--- config.mk ---
export PLATFORM = sky130hd
export DESIGN_NAME = pgprot_fault_unit
export DESIGN_NICKNAME = d
export VERILOG_FILES = /design/src/rtl/pgprot_pkg.sv /design/src/rtl/pgprot_perm_decode.sv /design/src/rtl/pgprot_fault_encode.sv /design/src/rtl/pgprot_fault_unit.sv
export SDC_FILE = /design/constraint.sdc
export NUM_CORES = 1
export LEC_CHECK = 0
export ABC_CLOCK_PERIOD_IN_PS = 2000
export BUFFER_PORTS_ARGS = -buffer_cell sky130_fd_sc_hd__buf_2
export CAP_MARGIN = 25
export CORE_ASPECT_RATIO = 1.2
export CORE_MARGIN = 5
export CORE_UTILIZATION = 40
export DETAILED_ROUTE_END_ITERATION = 16
export GPL_ROUTABILITY_DRIVEN = 1
export PLACE_DENSITY = 0.75
export SLEW_MARGIN = 20
export SYNTH_ARGS = -nofsm -noshare
export SYNTH_HDL_FRONTEND = slang
export SYNTH_SLANG_ARGS = --single-unit
--- constraint.sdc ---
create_clock -name clk -period 2 [get_ports clk]
set_input_delay 0.2 -clock clk [delete_from_list [all_inputs] [get_ports clk]]
set_output_delay 0.2 -clock clk [all_outputs]
set_load 0.05 [all_outputs]
--- src/rtl/pgprot_pkg.sv ---
package pgprot_pkg;

  localparam logic [1:0] ACC_LOAD  = 2'd0;
  localparam logic [1:0] ACC_STORE = 2'd1;
  localparam logic [1:0] ACC_FETCH = 2'd2;

  localparam logic [1:0] LK_SEG_MISS  = 2'd0;
  localparam logic [1:0] LK_PAGE_MISS = 2'd1;
  localparam logic [1:0] LK_FOUND     = 2'd2;

  localparam logic [2:0] EXC_NONE   = 3'd0;
  localparam logic [2:0] EXC_ISTOR  = 3'd1;
  localparam logic [2:0] EXC_ISEG   = 3'd2;
  localparam logic [2:0] EXC_DSTOR  = 3'd3;
  localparam logic [2:0] EXC_DSEG   = 3'd4;

  localparam int unsigned CODE_W = 32;

  localparam logic [CODE_W-1:0] IC_NOPAGE  = 32'h4000_0000;
  localparam logic [CODE_W-1:0] IC_PROT    = 32'h0800_0000;
  localparam logic [CODE_W-1:0] IC_SEGNX   = 32'h1000_0000;
  localparam logic [CODE_W-1:0] DS_NOPAGE  = 32'h4000_0000;
  localparam logic [CODE_W-1:0] DS_PROT    = 32'h0800_0000;
  localparam logic [CODE_W-1:0] DS_STORE   = 32'h0200_0000;

  typedef struct packed {
    logic r;
    logic w;
    logic x;
  } perm_t;

  typedef struct packed {
    perm_t             perm;
    logic              pass;
    logic [2:0]        exc;
    logic [CODE_W-1:0] icode;
    logic [CODE_W-1:0] dstat;
    logic              dfault;
    logic              realm;
  } verdict_t;

endpackage

--- src/rtl/pgprot_perm_decode.sv ---
module pgprot_perm_decode
  import pgprot_pkg::*;
(
  input  logic [2:0] code,
  input  logic       key,
  input  logic       noexec,
  input  logic       guard,
  output perm_t      perm
);

  logic rd_k0, wr_k0, rd_k1, wr_k1;

  always_comb begin
    rd_k0 = 1'b0;
    wr_k0 = 1'b0;
    unique case (code)
      3'd0, 3'd1, 3'd2: begin rd_k0 = 1'b1; wr_k0 = 1'b1; end
      3'd3, 3'd6:       rd_k0 = 1'b1;
      default:          ;
    endcase
  end

  always_comb begin
    rd_k1 = 1'b0;
    wr_k1 = 1'b0;
    unique case (code)
      3'd1, 3'd3: rd_k1 = 1'b1;
      3'd2:       begin rd_k1 = 1'b1; wr_k1 = 1'b1; end
      default:    ;
    endcase
  end

  always_comb begin
    perm.r = key ? rd_k1 : rd_k0;
    perm.w = key ? wr_k1 : wr_k0;
    perm.x = ~(noexec | guard);
  end

  always_comb begin
    if (code == 3'd4 || code == 3'd5 || code == 3'd7)
      AST_UNDEF_EMPTY: assert (!perm.r && !perm.w);
    if (perm.w)
      AST_WRITE_IMPLIES_READ: assert (perm.r);
  end

endmodule

--- src/rtl/pgprot_fault_encode.sv ---
module pgprot_fault_encode
  import pgprot_pkg::*;
(
  input  logic [1:0] acc_type,
  input  logic       xlate_instr,
  input  logic       xlate_data,
  input  logic [1:0] lookup_res,
  input  logic       seg_noexec,
  input  perm_t      tbl,
  output verdict_t   vd
);

  logic is_fetch, is_store, xlate_on, allowed;

  always_comb begin
    is_fetch = (acc_type == ACC_FETCH);
    is_store = (acc_type == ACC_STORE);
    xlate_on = is_fetch ? xlate_instr : xlate_data;
    allowed  = is_fetch ? tbl.x : (is_store ? tbl.w : tbl.r);
  end

  always_comb begin
    vd = '0;
    if (!xlate_on) begin
      vd.realm = 1'b1;
      vd.pass  = 1'b1;
      vd.perm  = '{r: 1'b1, w: 1'b1, x: 1'b1};
    end else if (lookup_res == LK_SEG_MISS) begin
      vd.exc    = is_fetch ? EXC_ISEG : EXC_DSEG;
      vd.dfault = ~is_fetch;
    end else if (is_fetch && seg_noexec) begin
      vd.exc   = EXC_ISTOR;
      vd.icode = IC_SEGNX;
    end else if (lookup_res != LK_FOUND) begin
      if (is_fetch) begin
        vd.exc   = EXC_ISTOR;
        vd.icode = IC_NOPAGE;
      end else begin
        vd.exc    = EXC_DSTOR;
        vd.dstat  = DS_NOPAGE | (is_store ? DS_STORE : '0);
        vd.dfault = 1'b1;
      end
    end else begin
      vd.perm = tbl;
      if (allowed) begin
        vd.pass = 1'b1;
      end else if (is_fetch) begin
        vd.exc   = EXC_ISTOR;
        vd.icode = IC_PROT;
      end else begin
        vd.exc    = EXC_DSTOR;
        vd.dstat  = DS_PROT | (is_store ? DS_STORE : '0);
        vd.dfault = 1'b1;
      end
    end
  end

  always_comb begin
    if (!xlate_on)
      AST_REAL_GRANTS: assert (vd.pass && vd.exc == EXC_NONE);
    if (is_fetch)
      AST_FETCH_NO_DSTAT: assert (vd.dstat == '0 && !vd.dfault);
    else
      AST_DATA_NO_ICODE: assert (vd.icode == '0);
  end

endmodule

--- src/rtl/pgprot_fault_unit.sv ---
module pgprot_fault_unit
  import pgprot_pkg::*;
#(
  parameter int unsigned ADDR_W     = 64,
  parameter int unsigned STRIP_BITS = 4
) (
  input  logic              clk,
  input  logic              rst_n,
  input  logic              req_valid,
  input  logic [1:0]        acc_type,
  input  logic              xlate_instr,
  input  logic              xlate_data,
  input  logic [1:0]        lookup_res,
  input  logic              seg_noexec,
  input  logic [1:0]        pte_pp,
  input  logic              pte_pp0,
  input  logic              pte_key,
  input  logic              pte_noexec,
  input  logic              pte_guard,
  input  logic [ADDR_W-1:0] eff_addr,
  output logic              rsp_valid,
  output logic              perm_r,
  output logic              perm_w,
  output logic              perm_x,
  output logic              pass,
  output logic [2:0]        exc_class,
  output logic [31:0]       ifault_code,
  output logic [31:0]       dstatus,
  output logic [ADDR_W-1:0] fault_addr,
  output logic [ADDR_W-1:0] real_addr,
  output logic              real_mode
);

  localparam int unsigned KEEP_W = ADDR_W - STRIP_BITS;
  localparam logic [ADDR_W-1:0] KEEP_MASK = {{STRIP_BITS{1'b0}}, {KEEP_W{1'b1}}};

  perm_t    tbl_perm;
  verdict_t vd;

  pgprot_perm_decode u_decode (
    .code   ({pte_pp0, pte_pp}),
    .key    (pte_key),
    .noexec (pte_noexec),
    .guard  (pte_guard),
    .perm   (tbl_perm)
  );

  pgprot_fault_encode u_encode (
    .acc_type    (acc_type),
    .xlate_instr (xlate_instr),
    .xlate_data  (xlate_data),
    .lookup_res  (lookup_res),
    .seg_noexec  (seg_noexec),
    .tbl         (tbl_perm),
    .vd          (vd)
  );

  verdict_t          vd_q, vd_d;
  logic [ADDR_W-1:0] faddr_q, faddr_d;
  logic [ADDR_W-1:0] raddr_q, raddr_d;
  logic              vld_q;

  always_comb begin
    vd_d    = vd_q;
    faddr_d = faddr_q;
    raddr_d = raddr_q;
    if (req_valid) begin
      vd_d    = vd;
      faddr_d = vd.dfault ? eff_addr : '0;
      raddr_d = vd.realm ? (eff_addr & KEEP_MASK) : '0;
    end
  end

  always_ff @(posedge clk or negedge rst_n) begin
    if (!rst_n) begin
      vd_q    <= '0;
      faddr_q <= '0;
      raddr_q <= '0;
      vld_q   <= 1'b0;
    end else begin
      vd_q    <= vd_d;
      faddr_q <= faddr_d;
      raddr_q <= raddr_d;
      vld_q   <= req_valid;
    end
  end

  always_comb begin
    rsp_valid   = vld_q;
    perm_r      = vd_q.perm.r;
    perm_w      = vd_q.perm.w;
    perm_x      = vd_q.perm.x;
    pass        = vd_q.pass;
    exc_class   = vd_q.exc;
    ifault_code = vd_q.icode;
    dstatus     = vd_q.dstat;
    fault_addr  = faddr_q;
    real_addr   = raddr_q;
    real_mode   = vd_q.realm;
  end

  AST_RSP_PULSE: assert property (@(posedge clk) disable iff (!rst_n)
    req_valid |=> rsp_valid);
  AST_IDLE_HOLD: assert property (@(posedge clk) disable iff (!rst_n)
    !req_valid |=> $stable(exc_class) && $stable(pass) && $stable(fault_addr));
  AST_PASS_CLEAN: assert property (@(posedge clk) disable iff (!rst_n)
    pass |-> exc_class == EXC_NONE && ifault_code == '0 && dstatus == '0);
  AST_REAL_TOP_CLEAR: assert property (@(posedge clk) disable iff (!rst_n)
    real_mode |-> real_addr[ADDR_W-1:KEEP_W] == '0 && perm_r && perm_w && perm_x);
  AST_SEG_FAULT_CODES: assert property (@(posedge clk) disable iff (!rst_n)
    (exc_class == EXC_ISEG || exc_class == EXC_DSEG) |-> ifault_code == '0 && dstatus == '0);

endmodule

# Word-level counts from Yosys, hierarchy flattened
# Index checks and enable logic that the tools add are counted.
# word_totals
rom_bits	0
reg_bits	201
mem_count	0
word_cells	59
ramBits	0
latch_bits	0
in_bits	80
# op_classes
magnitude_cmp	0
n_eq_ne	7
n_shift	0
div_mod_pow	0
bitwise_logic	3
n_reduce_logical	6
addsub	0
n_mux	32
multipliers	0
# op_table
cell	count
2-to-1 mux 68 bit	2
2-to-1 mux 64 bit	2
2-to-1 mux 33 bit	3
2-to-1 mux 67 bit	1
2-to-1 mux 60 bit	1
2-to-1 mux 35 bit	1
2-to-1 mux 31 bit	1
2-to-1 mux 28 bit	1
2-to-1 mux 26 bit	1
2-to-1 mux 4 bit	4
2-to-1 mux 1 bit	12
equality test 3 x 2 -> 1 bit, second input constant	2
2-to-1 mux 3 bit	2
OR reduction 3 bit	2
OR reduction 5 bit	1
equality test 3 x 1 -> 1 bit, second input constant	1
equality test 3 bit, second input constant	1
logical NOT 3 bit	1
equality test 2 x 1 -> 1 bit, second input constant	1
equality test 2 bit, second input constant	1
logical NOT 2 bit	1
2-to-1 mux 2 bit	1
inequality test 2 bit, second input constant	1
inverter 1 bit	2
other kinds (2)	2

# Depth between registers and ports, before layout
# Gate-level depths: netlist (run 1).
# depth
word_depth	12
depth_mapped	5

# Hierarchy
# Synthesis (run 1) repeated with hierarchy kept, for this count alone.
# unflattened
hier_cells	793
hier_area_um2	8728.4
# modules_own_cells
module	area_per_inst_um2	instances	seq_area_each_um2	cells_each
pgprot_fault_unit	7996.4	1	4929.7	696
pgprot_fault_encode	689.4	1	0.0	90
pgprot_perm_decode	42.5	1	0.0	7

# Least setup slack after synthesis (run 1)
# No wires, ideal clock.
# synth_path
path_type	input-to-reg
startpoint	input port pte_pp0
endpoint	register faddr_q[18], in the netlist fault_addr[18]
cell_stages	4
path_slack_ns	0.683
setup_time_ns	0.142
arrival_ns	1.175
cell_sequence	o32a_1 -> a21oi_2 -> buf_2 -> o32ai_1
# synth_between
elab_chain_len	12
word_cells_on_any_way	22
classes_between	4 x eq/ne; 14 x mux; 4 x reduce/logical
# synth_lines
element	line_no	rtl
start: declaration	pgprot_fault_unit.sv:16	input logic pte_pp0,
equality test 3 bit, or another cell as far along	pgprot_perm_decode.sv:16	unique case (code)
OR reduction 5 bit (no line), or another cell as far along	n/a	
2-to-1 mux 1 bit (on tied branches)	pgprot_perm_decode.sv:16, pgprot_perm_decode.sv:26	
2-to-1 mux 1 bit (on tied branches)	pgprot_perm_decode.sv:34, pgprot_perm_decode.sv:35	
2-to-1 mux 1 bit * (2 in series)	pgprot_fault_encode.sv:19	allowed = is_fetch ? tbl.x : (is_store ? tbl.w : tbl.r);
2-to-1 mux 67 bit *	pgprot_fault_encode.sv:45	if (allowed) begin
2-to-1 mux 68 bit *	pgprot_fault_encode.sv:34	end else if (lookup_res != LK_FOUND) begin
2-to-1 mux 33 bit *	pgprot_fault_encode.sv:31	end else if (is_fetch && seg_noexec) begin
2-to-1 mux 1 bit *	pgprot_fault_encode.sv:28	end else if (lookup_res == LK_SEG_MISS) begin
2-to-1 mux 68 bit *	pgprot_fault_encode.sv:24	if (!xlate_on) begin
2-to-1 mux 64 bit *	pgprot_fault_unit.sv:69	faddr_d = vd.dfault ? eff_addr : '0;
end signal: assignment	pgprot_fault_unit.sv:82	faddr_q <= faddr_d;
end: declaration	pgprot_fault_unit.sv:59	logic [ADDR_W-1:0] faddr_q, faddr_d;
# Mark *: on every way between the ends. The rest lies on a longest branch, timed or not.
# A chain may end at the register's enable or synchronous reset.

# Worst setup path after layout (run 1)
# layout_path
startpoint	register raddr_q[22], in the netlist real_addr[22]
endpoint	output port real_addr[22]
# layout_lines
element	line_no	rtl
start: declaration	pgprot_fault_unit.sv:60	logic [ADDR_W-1:0] raddr_q, raddr_d;
start signal: assignment	pgprot_fault_unit.sv:83	raddr_q <= raddr_d;
end: declaration	pgprot_fault_unit.sv:30	output logic [ADDR_W-1:0] real_addr,
# No word-level cell between the ends.

==> results.yml, run 1 <==
yosys:
  yosys.area.top_type: "dfrtp_1"
  synthMuxAreaShare: 0
  synth.area.top_cells: "dfrtp_1 (55%), o2bb2ai_1 (9.0%), o32ai_1 (9.0%)"
  syn-mean-instance-area_um2: 10.1
  syn_area_um2: 6300
  synth_top_cell_area_share: 0.552
  ys_seq_area_frac: 0.552
  synth-simple-area-share: 0.0574
  synth.ff_latch_count: 139
  synth_cells: 621
  synth-compound-area-share: 0.208
  synthAdderAreaFrac: 0.00159
  yosysUniqueCellTypes: 31
  yosysWarnings: 0
  synth_xor_area_frac: 0
  synth_top_family_by_area: "compound AO/OA/AOI/OAI gates"
clock_network:
  htreeDepth: 4
  clk_pin_slew_ns: 0.06
  tritoncts: "yes"
  clkLatencyLatePin_ns: 0.41
  cts_resized: 0
  cts_root_buf: "clkbuf_16"
  cts_buffers: 17
  clock-sinks: 139
  cts_setup_buffers: 0
  clk_path_buf_depth: 2
placement:
  port_buffers: 218
  dp_hpwl_mm: 12.4
  place.gp.congestion: 0.784
  dp.cells: 1021
  dpl-instance-area_um2: 7440
flow_run:
  cap_violations: 0
min_path:
  worstHoldPathCells: 3
  min-delay-start: "eff_addr[14]"
  hold_path.class: "primary input to flop"
  holdPathEnd: "real_addr[14]"
drt:
  drcViolationCount: 0
  drt_iter0_drc: 275
  wl_per_cell_um: 16.7
  vias_per_cell: 4.89
  first_pass_iters: 4
  drtAntennaViolNets: 0
  vias: 5151
  wl_mm: 17.6
grt:
  grt_start_max_net_pins: 70
  track_usage: 0.190
  grt_first_pass_wirelength_mm: 28.3
  antenna_found_initial: 1
  grt_pass1_vias: 5390
  grt-ovfl-total: 0
floorplan:
  core_um2: 15500
  die_area_um2: 18400
  rows: 50
  io_pins: 281
  die_y_um: 148
  die_w_um: 125
  start_util: 0.406
finish:
  drive_gt1_frac: 0.314
  instances_no_fill: 1053
  utilization: 0.520
  seqCellArea_um2: 3480
  fillers: 1423
  layout.nets: 913
  mostFrequentLayoutCells: "buf_2 (216), dfrtp_1 (139), inv_1 (136), nand2_1 (71)"
  final_common_cell: "buf_2"
  design_area_um2: 8070
  antenna_cells: 0
  multiInputGateArea_um2: 1940
  area_growth_pct: 28.0
worst_setup_path:
  crit_buf_inv: 1
  critPathTopFamily: "flip-flops"
  max_stage_delay_ns: 0.37
  critical_path.endpoint_type: "output pin"
  crit_fanout: 2
  rr_endpoint: "pass"
  reg2reg_depth: 2
  arrival_ns: 1.06
  path_class: "flop to output pin"
  reg2reg_from: "pass"
  startpoint_type: "flop"
  cp_data_required_time_ns: 1.80
  startpoint: "real_addr[22]"
  cp_cell_sequence: "buf_2"
  critPathSlowestCell: "dfrtp_1"
  reg2reg_slack_ns: 1.15
sta:
  holdWs_ns: 0.0254
  setup_viol: 0
  hold_viol_final: 0
  slew_headroom: 0.504
  final.min_clock_period_ns: 1.26
  worst_pin_slew_ns: 0.744
  fin_crit_sh: 0.628
  setup_tns_ns: 0
  finalMaxSlewViolations: 0
  fin_skew_ns: 0
  fmax_mhz: 797
  rsz0062_at_grt: "false"
status:
  outcome: "finished, final reports clean"
pwr:
  p_int_mw: 5.64
  p_per_area_nw_per_um2: 1060
  p_clk_frac: 0.391
  p_sw_mw: 2.90
  p_leak_nw: 4.30
  sw_frac_of_total: 0.339
  ir_drop_mv: 0.457
  combPwrFrac: 0.238
  p_seq_frac: 0.372
cells by family (layout without fill, tap and decap cells):
family | Yosys count | after routing
buffers and inverters | 239 | 402
AOI/OAI and AO/OA | 153 | 153
DFF | 139 | 139
and+or+nand+nor | 88 | 88
adders and majority gates | 1 | 1
other | 1 | 62
area by class of cell:
| class | instances | area share |
|---|---|---|
| clock buffers | 24 | 0.0597 |
| repair buffers | 234 | 0.156 |
| multi-input cells | 304 | 0.240 |
| flip-flops and latches | 139 | 0.431 |
| inverters | 137 | 0.0637 |
| clock inverters | 7 | 0.0171 |
| well taps | 208 | 0.0323 |
routing by layer:
layer | global-route usage | up-vias | share of wire
met4 | 0.0806 | 2 | 0.027
met5 | 0 | - | 0.00040
met1 | 0.219 | 2499 | 0.40
met2 | 0.320 | 221 | 0.49
met3 | 0.0690 | 38 | 0.082
li1 | - | 2391 | -
power groups by stage:
stage | Sequential, mW | Clock, mW | Combinational (mW)
5_1_grt | 3.20 | 3.51 | 2.14
3_3_place_gp | 3.21 | 0 | 2.02
2_1_floorplan | 4.04 | 0 | 0.730
4_1_cts | 3.17 | 3.40 | 2.04
6_report | 3.17 | 3.34 | 2.03
3_5_place_dp | 3.22 | 0 | 2.04
registers in the layout, summed over array words and instances (netlist names):
name and count:
rsp_valid 1, dstatus 3, ifault_code 3, perm_x 1
fault_addr 64, real_addr 60, pass 1, exc_class 3
perm_r 1, perm_w 1, real_mode 1
Yosys cell counts, drive strengths merged:
cell type	count
o32ai	65
o2bb2ai	65
o31ai	1
o21ai	5
nand3	4
buf	68
inv	137
maj3	1
nand2	71
o41ai	3
o32a	1
nor2b	4
o311ai	1
conb	1
o31a	1
o221ai	2
o21bai	1
or2	1
a21oi	3
nand3b	1
a211oi	1
dfrtp	139
a311oi	1
clkbuf	34
nor2	3
o211ai	3
nand2b	4
through the flow:
step	power (mW)	setup WS, ns
finish	8.54	0.745
global route	8.86	0.682
CTS	8.61	0.718
detailed placement	5.26	0.411
global placement	5.23	0.474
floorplan	4.77	0.683
how the worst max path moves through the flow:
| stage | to | cells past startpoint | slack (ns) |
|---|---|---|---|
| after floorplan | fault_addr[18] | 4 | 0.68 |
| after global placement | fault_addr[30] | 5 | 0.47 |
| after detailed placement | fault_addr[10] | 5 | 0.41 |
| after CTS | real_addr[31] | 1 | 0.72 |
| after global routing | exc_class[1] | 1 | 0.68 |
| final | real_addr[22] | 1 | 0.74 |
what timing repair did:
item                                   CTS  global route
endpoints found under the hold margin   46             0
setup endpoints to repair                0             0
hold buffers                             1             0
Power figures use the tool's default switching activity.
==> run 2, diff against run 1 <==
- ABC_CLOCK_PERIOD_IN_PS: 2000 -> 1200
- clock period: 2 -> 1.2 ns (I/O delays scaled with it)
==> results.yml, run 2 (synthesis results as in run 1) <==
placement:
  port_buffers: 218
  dp_slack_ns: -0.227
  dp.cells: 1046
  place.gp.congestion: 0.793
  dp_hpwl_mm: 13.0
sta:
  hold_viol_final: 1
  finalMaxSlewViolations: 0
  fin_skew_ns: 0
  setup_tns_ns: 0
  holdWs_ns: -0.00496
  fin_crit_sh: 0.984
  fmax_mhz: 847
  rsz0062_at_grt: "false"
  postLayoutSetupSlackWorst_ns: 0.0190
  final.min_clock_period_ns: 1.18
  setup_viol: 0
worst_setup_path:
  critical_path.endpoint_type: "output pin"
  path_class: "flop to output pin"
  startpoint_type: "flop"
  startpoint: "fault_addr[20]"
  arrival_ns: 1.06
  endpoint: "fault_addr[20]"
  crit_buf_inv: 1
  cp_data_required_time_ns: 1.08
  critPathSlowestCell: "dfrtp_1"
  critPathTopFamily: "flip-flops"
  rr_endpoint: "pass"
  reg2reg_from: "pass"
  cp_cell_sequence: "buf_2"
  max_stage_delay_ns: 0.37
  reg2reg_slack_ns: 0.35
  crit_fanout: 2
  reg2reg_depth: 2
  cp.depth: 1
clock_network:
  tritoncts: "yes"
  cts_buffers: 17
  cts_setup_buffers: 0
  clkLatencyLatePin_ns: 0.41
  cts_root_buf: "clkbuf_16"
  clk_pin_slew_ns: 0.06
  clk_path_buf_depth: 2
  clock-sinks: 139
  htreeDepth: 4
floorplan:
  die_area_um2: 18400
  io_pins: 281
  die_w_um: 125
  start_util: 0.406
  die_y_um: 148
  rows: 50
  core_um2: 15500
drt:
  wl_per_cell_um: 16.6
  first_pass_iters: 4
  drcViolationCount: 0
  drtAntennaViolNets: 0
  drt_iter0_drc: 248
  wl_mm: 19.0
  vias: 5548
  vias_per_cell: 4.84
finish:
  mostFrequentLayoutCells: "buf_2 (166), dfrtp_1 (139), inv_1 (136), nand2_1 (71), dlygate4sd3_1 (68)"
  drive_gt1_frac: 0.313
  layout.nets: 1005
  largest_reg_flops: 64
  instances_no_fill: 1147
  area_growth_pct: 44.7
  utilization: 0.588
  final_common_cell: "buf_2"
  fillers: 1255
pwr:
  p_sw_mw: 5.06
  p_seq_frac: 0.383
  p_clk_frac: 0.344
  ir_drop_mv: 0.860
  combPwrFrac: 0.273
  p_int_mw: 8.79
  p_leak_nw: 4.70
  p_per_area_nw_per_um2: 1520
  sw_frac_of_total: 0.365
flow_run:
  cap_violations: 0
grt:
  track_usage: 0.204
  grt-ovfl-total: 0
  grt_pass1_vias: 5933
  antenna_found_initial: 0
  grt_first_pass_wirelength_mm: 30.5
  grt_start_max_net_pins: 46
status:
  outcome: "finished with violations"
  violations: "negative hold slack"
min_path:
  hold_path.class: "primary input to flop"
-- run 2: changes by cell type in the layout (fill, tap and decap cells not counted), moves of 3 or more --
cell           previous run  this run
buf_2                   216       166
bufinv_16                 4         0
dlygate4sd3_1             1        68
clkbuf_4                  0        47
buf_12                    3        15
buf_4                    13        29
clkbuf_1                  4         1
clkinv_4                  0         4
-- run 2: per-layer routing --
layer	track usage	wire, um	up-vias
met3	0.0658	1510	45
met2	0.348	9650	253
met1	0.235	7280	2667
met5	0	0	-
li1	-	-	2583
met4	0.0883	583	0
-- run 2: worst min path at each step --
stage / start / end / slack (ns) / cells after the start
5_1_grt: pte_guard / perm_x / 0.01 / 2
6_report: pte_guard / perm_x / -0.005 / 2
4_1_cts: pte_guard / perm_x / 0.001 / 2
2_1_floorplan: rst_n / dstatus[25] / -0.18 / 0
3_5_place_dp: rst_n / real_addr[23] / 0.07 / 1
3_3_place_gp: rst_n / fault_addr[18] / 0.07 / 1
-- run 2: timing repair --
item                                    CTS  global route
hold buffers                             68             0
gates cloned                              0             0
endpoints found under the setup margin    3            47
hold endpoints to repair                195             0
gates resized for setup                   3            47
-- run 2: power groups by stage --
stage | clock, mW | sequential [mW] | combinational (mW)
after floorplan | 0 | 6.73 | 1.22
after global placement | 0 | 5.36 | 3.50
after detailed placement | 0 | 5.36 | 3.54
after CTS | 4.89 | 5.29 | 3.72
after global routing | 5.07 | 5.34 | 3.99
final | 4.77 | 5.30 | 3.78
-- run 2: area by class of cell --
| class | instances | area (um2) | area share |
|---|---|---|---|
| clock inverters | 13 | 95.1 | 0.0104 |
| diodes | 1 | 2.50 | 0.000274 |
| clock buffers | 19 | 443 | 0.0486 |
| inverters | 137 | 514 | 0.0564 |
| repair buffers | 326 | 2390 | 0.262 |
| well taps | 208 | 260 | 0.0285 |
| multi-input cells | 304 | 1940 | 0.212 |
| flip-flops and latches | 139 | 3480 | 0.381 |
-- run 2: worst reg2reg max path: cells and delay by family, from the launching register on --
family             cells  cell delay [ns]
DFF                    1             0.37
AOI/OAI and AO/OA      1             0.10
and+or+nand+nor        1             0.27
-- run 2: stage by stage --
stage	total power, mW	area (um2)
global route	14.4	9120
detailed placement	8.90	7780
finish	13.9	9120
global placement	8.86	7780
floorplan	7.95	6540
CTS	13.9	9000
==> run 3, diff against run 2 <==
- ABC_AREA: default -> 1
- PLACE_DENSITY: 0.75 -> 0.74
- REMOVE_ABC_BUFFERS: default -> 1
==> results.yml, run 3 <==
status:
  outcome: "finished, final reports clean"
worst_setup_path:
  cp.depth: 1
  cp_data_required_time_ns: 1.08
  arrival_ns: 1.05
  cp_cell_sequence: "buf_2"
  path_class: "flop to output pin"
  startpoint_type: "flop"
  critPathTopFamily: "flip-flops"
  endpoint: "real_addr[55]"
  startpoint: "real_addr[55]"
  reg2reg_slack_ns: 0.48
  critical_path.endpoint_type: "output pin"
  crit_buf_inv: 1
  max_stage_delay_ns: 0.37
  reg2reg_depth: 1
  reg2reg_from: "ifault_code[27]"
  crit_fanout: 2
  rr_endpoint: "ifault_code[27]"
  critPathSlowestCell: "dfrtp_1"
sta:
  fin_skew_ns: 0
  setup_viol: 0
  fin_crit_sh: 0.973
  postLayoutSetupSlackWorst_ns: 0.0320
  finalMaxSlewViolations: 0
  final.min_clock_period_ns: 1.17
  fmax_mhz: 856
  hold_viol_final: 0
yosys:
  synth.ff_latch_count: 139
  yosysWarnings: 0
  yosys.area.top_type: "dfrtp_1"
  synthArstFlopShare: 1.00
  yosysUniqueCellTypes: 23
  synth_top_cell_area_share: 0.546
  ys_seq_area_frac: 0.546
  yosysMostFrequentCell: "nand2_1"
  synth-edff-count: 0
  syn-mean-instance-area_um2: 8.33
  syn_area_um2: 6380
  ys_top_cells_by_count: "nand2_1 (221), dfrtp_1 (139), nand3_1 (73), nor2_1 (73), inv_1 (72)"
  synth_cells: 765
  synth.area.top_cells: "dfrtp_1 (55%), nand2_1 (13%), buf_4 (7.4%)"
  synth_flop_cell: "dfrtp_1"
finish:
  mostFrequentLayoutCells: "nand2_1 (221), buf_2 (172), dfrtp_1 (139), nor2_1 (73), nand3_1 (72)"
  design_area_um2: 8970
  area_growth_pct: 40.6
  largest_reg_flops: 64
  antenna_cells: 0
  final_common_cell: "nand2_1"
  drive_gt1_frac: 0.272
  layout.nets: 1123
clock_network:
  cts_root_buf: "clkbuf_16"
  clk_pin_slew_ns: 0.06
  clock-sinks: 139
  tritoncts: "yes"
  clk_path_buf_depth: 2
  htreeDepth: 4
  cts_setup_buffers: 0
  clkLatencyLatePin_ns: 0.41
  cts_buffers: 17
placement:
  port_buffers: 218
  dpl-instance-area_um2: 7620
  dp_slack_ns: -0.0419
  place.gp.congestion: 0.826
  dp_hpwl_mm: 11.9
floorplan:
  die_w_um: 125
  die_y_um: 148
  rows: 50
  die_area_um2: 18600
  core_um2: 15600
  io_pins: 281
  start_util: 0.408
drt:
  drtAntennaViolNets: 0
  drcViolationCount: 0
  vias_per_cell: 4.63
  wl_mm: 18.4
  vias: 5849
  wl_per_cell_um: 14.6
  first_pass_iters: 6
  drt_iter0_drc: 400
grt:
  grt_first_pass_wirelength_mm: 29.3
  track_usage: 0.193
  grt-ovfl-total: 0
  antenna_found_initial: 0
  grt_pass1_vias: 5880
  grt_start_max_net_pins: 46
flow_run:
  cap_violations: 0
pwr:
  p_leak_nw: 5.11
  ir_drop_mv: 0.708
  p_per_area_nw_per_um2: 1620
  p_total_mw: 14.5
min_path:
  hold_path.class: "primary input to flop"
run 3: cell count changes after synthesis, sizes merged, moves of 22 or more:
cell	change
nand3	+69
nand2	+154
o2bb2ai	-65
nor2	+71
o21ai	+58
buf	+22
o32ai	-65
inv	-61
run 3: routing by layer:
layer	GRT usage	routed length [um]	part of all wire
met2	0.331	9300	0.50
met4	0.0922	606	0.033
met5	0	0	0
met1	0.228	7330	0.40
met3	0.0492	1200	0.065
run 3: area by class of cell:
cell class,count,area [um2]
multi-input cells,507,2130
repair buffers,302,2190
clock buffers,23,508
inverters,76,295
flip-flops and latches,139,3480
clock inverters,9,109
well taps,208,260
fillers,1402,6670
run 3: logic make-up after synthesis:
logic type                after synthesis  synth area share
and+or+nand+nor                       375             0.238
other                                   1          0.000588
AOI/OAI and AO/OA                      69            0.0563
DFF                                   139             0.546
buffers and inverters                 180             0.158
xor gates and xnor gates                1           0.00137
run 3: worst min path at each step:
stage | depth (start not counted) | end | start | slack (ns)
after floorplan | 0 | dstatus[25] | rst_n | -0.18
after global placement | 1 | real_addr[20] | rst_n | 0.0007
after detailed placement | 1 | fault_addr[11] | rst_n | 0.0007
after CTS | 3 | real_addr[21] | eff_addr[21] | 0.0008
after global routing | 3 | real_addr[6] | eff_addr[6] | 0.01
final | 3 | real_addr[21] | eff_addr[21] | 0.02
run 3: where the power goes:
part	leakage [nW]	switching [mW]	internal (mW)	total, mW
registers	1.82	0.227	5.10	5.33
clock network	0.306	1.98	3.40	5.37
logic	2.99	2.88	0.940	3.82
total	5.11	5.09	9.44	14.5
run 3: what timing repair did:
| action | in CTS | in global routing |
|---|---|---|
| hold buffers | 58 | 0 |
| cloned | 0 | 1 |
| gates resized for setup | 2 | 49 |
| endpoints found under the hold margin | 195 | 0 |
| endpoints found under the setup margin | 2 | 125 |
run 3: stage by stage:
stage,setup TNS (ns),hold WS [ns],std cells,util
final,0,0.0196,1264,0.573
after global routing,-0.0110,0.0113,1264,0.573
after CTS,0,0.000849,1263,0.564
after detailed placement,-1.43,0.000691,1173,0.487
after global placement,-0.481,0.000654,1173,0.487
after floorplan,-146.45,-0.176,722,-
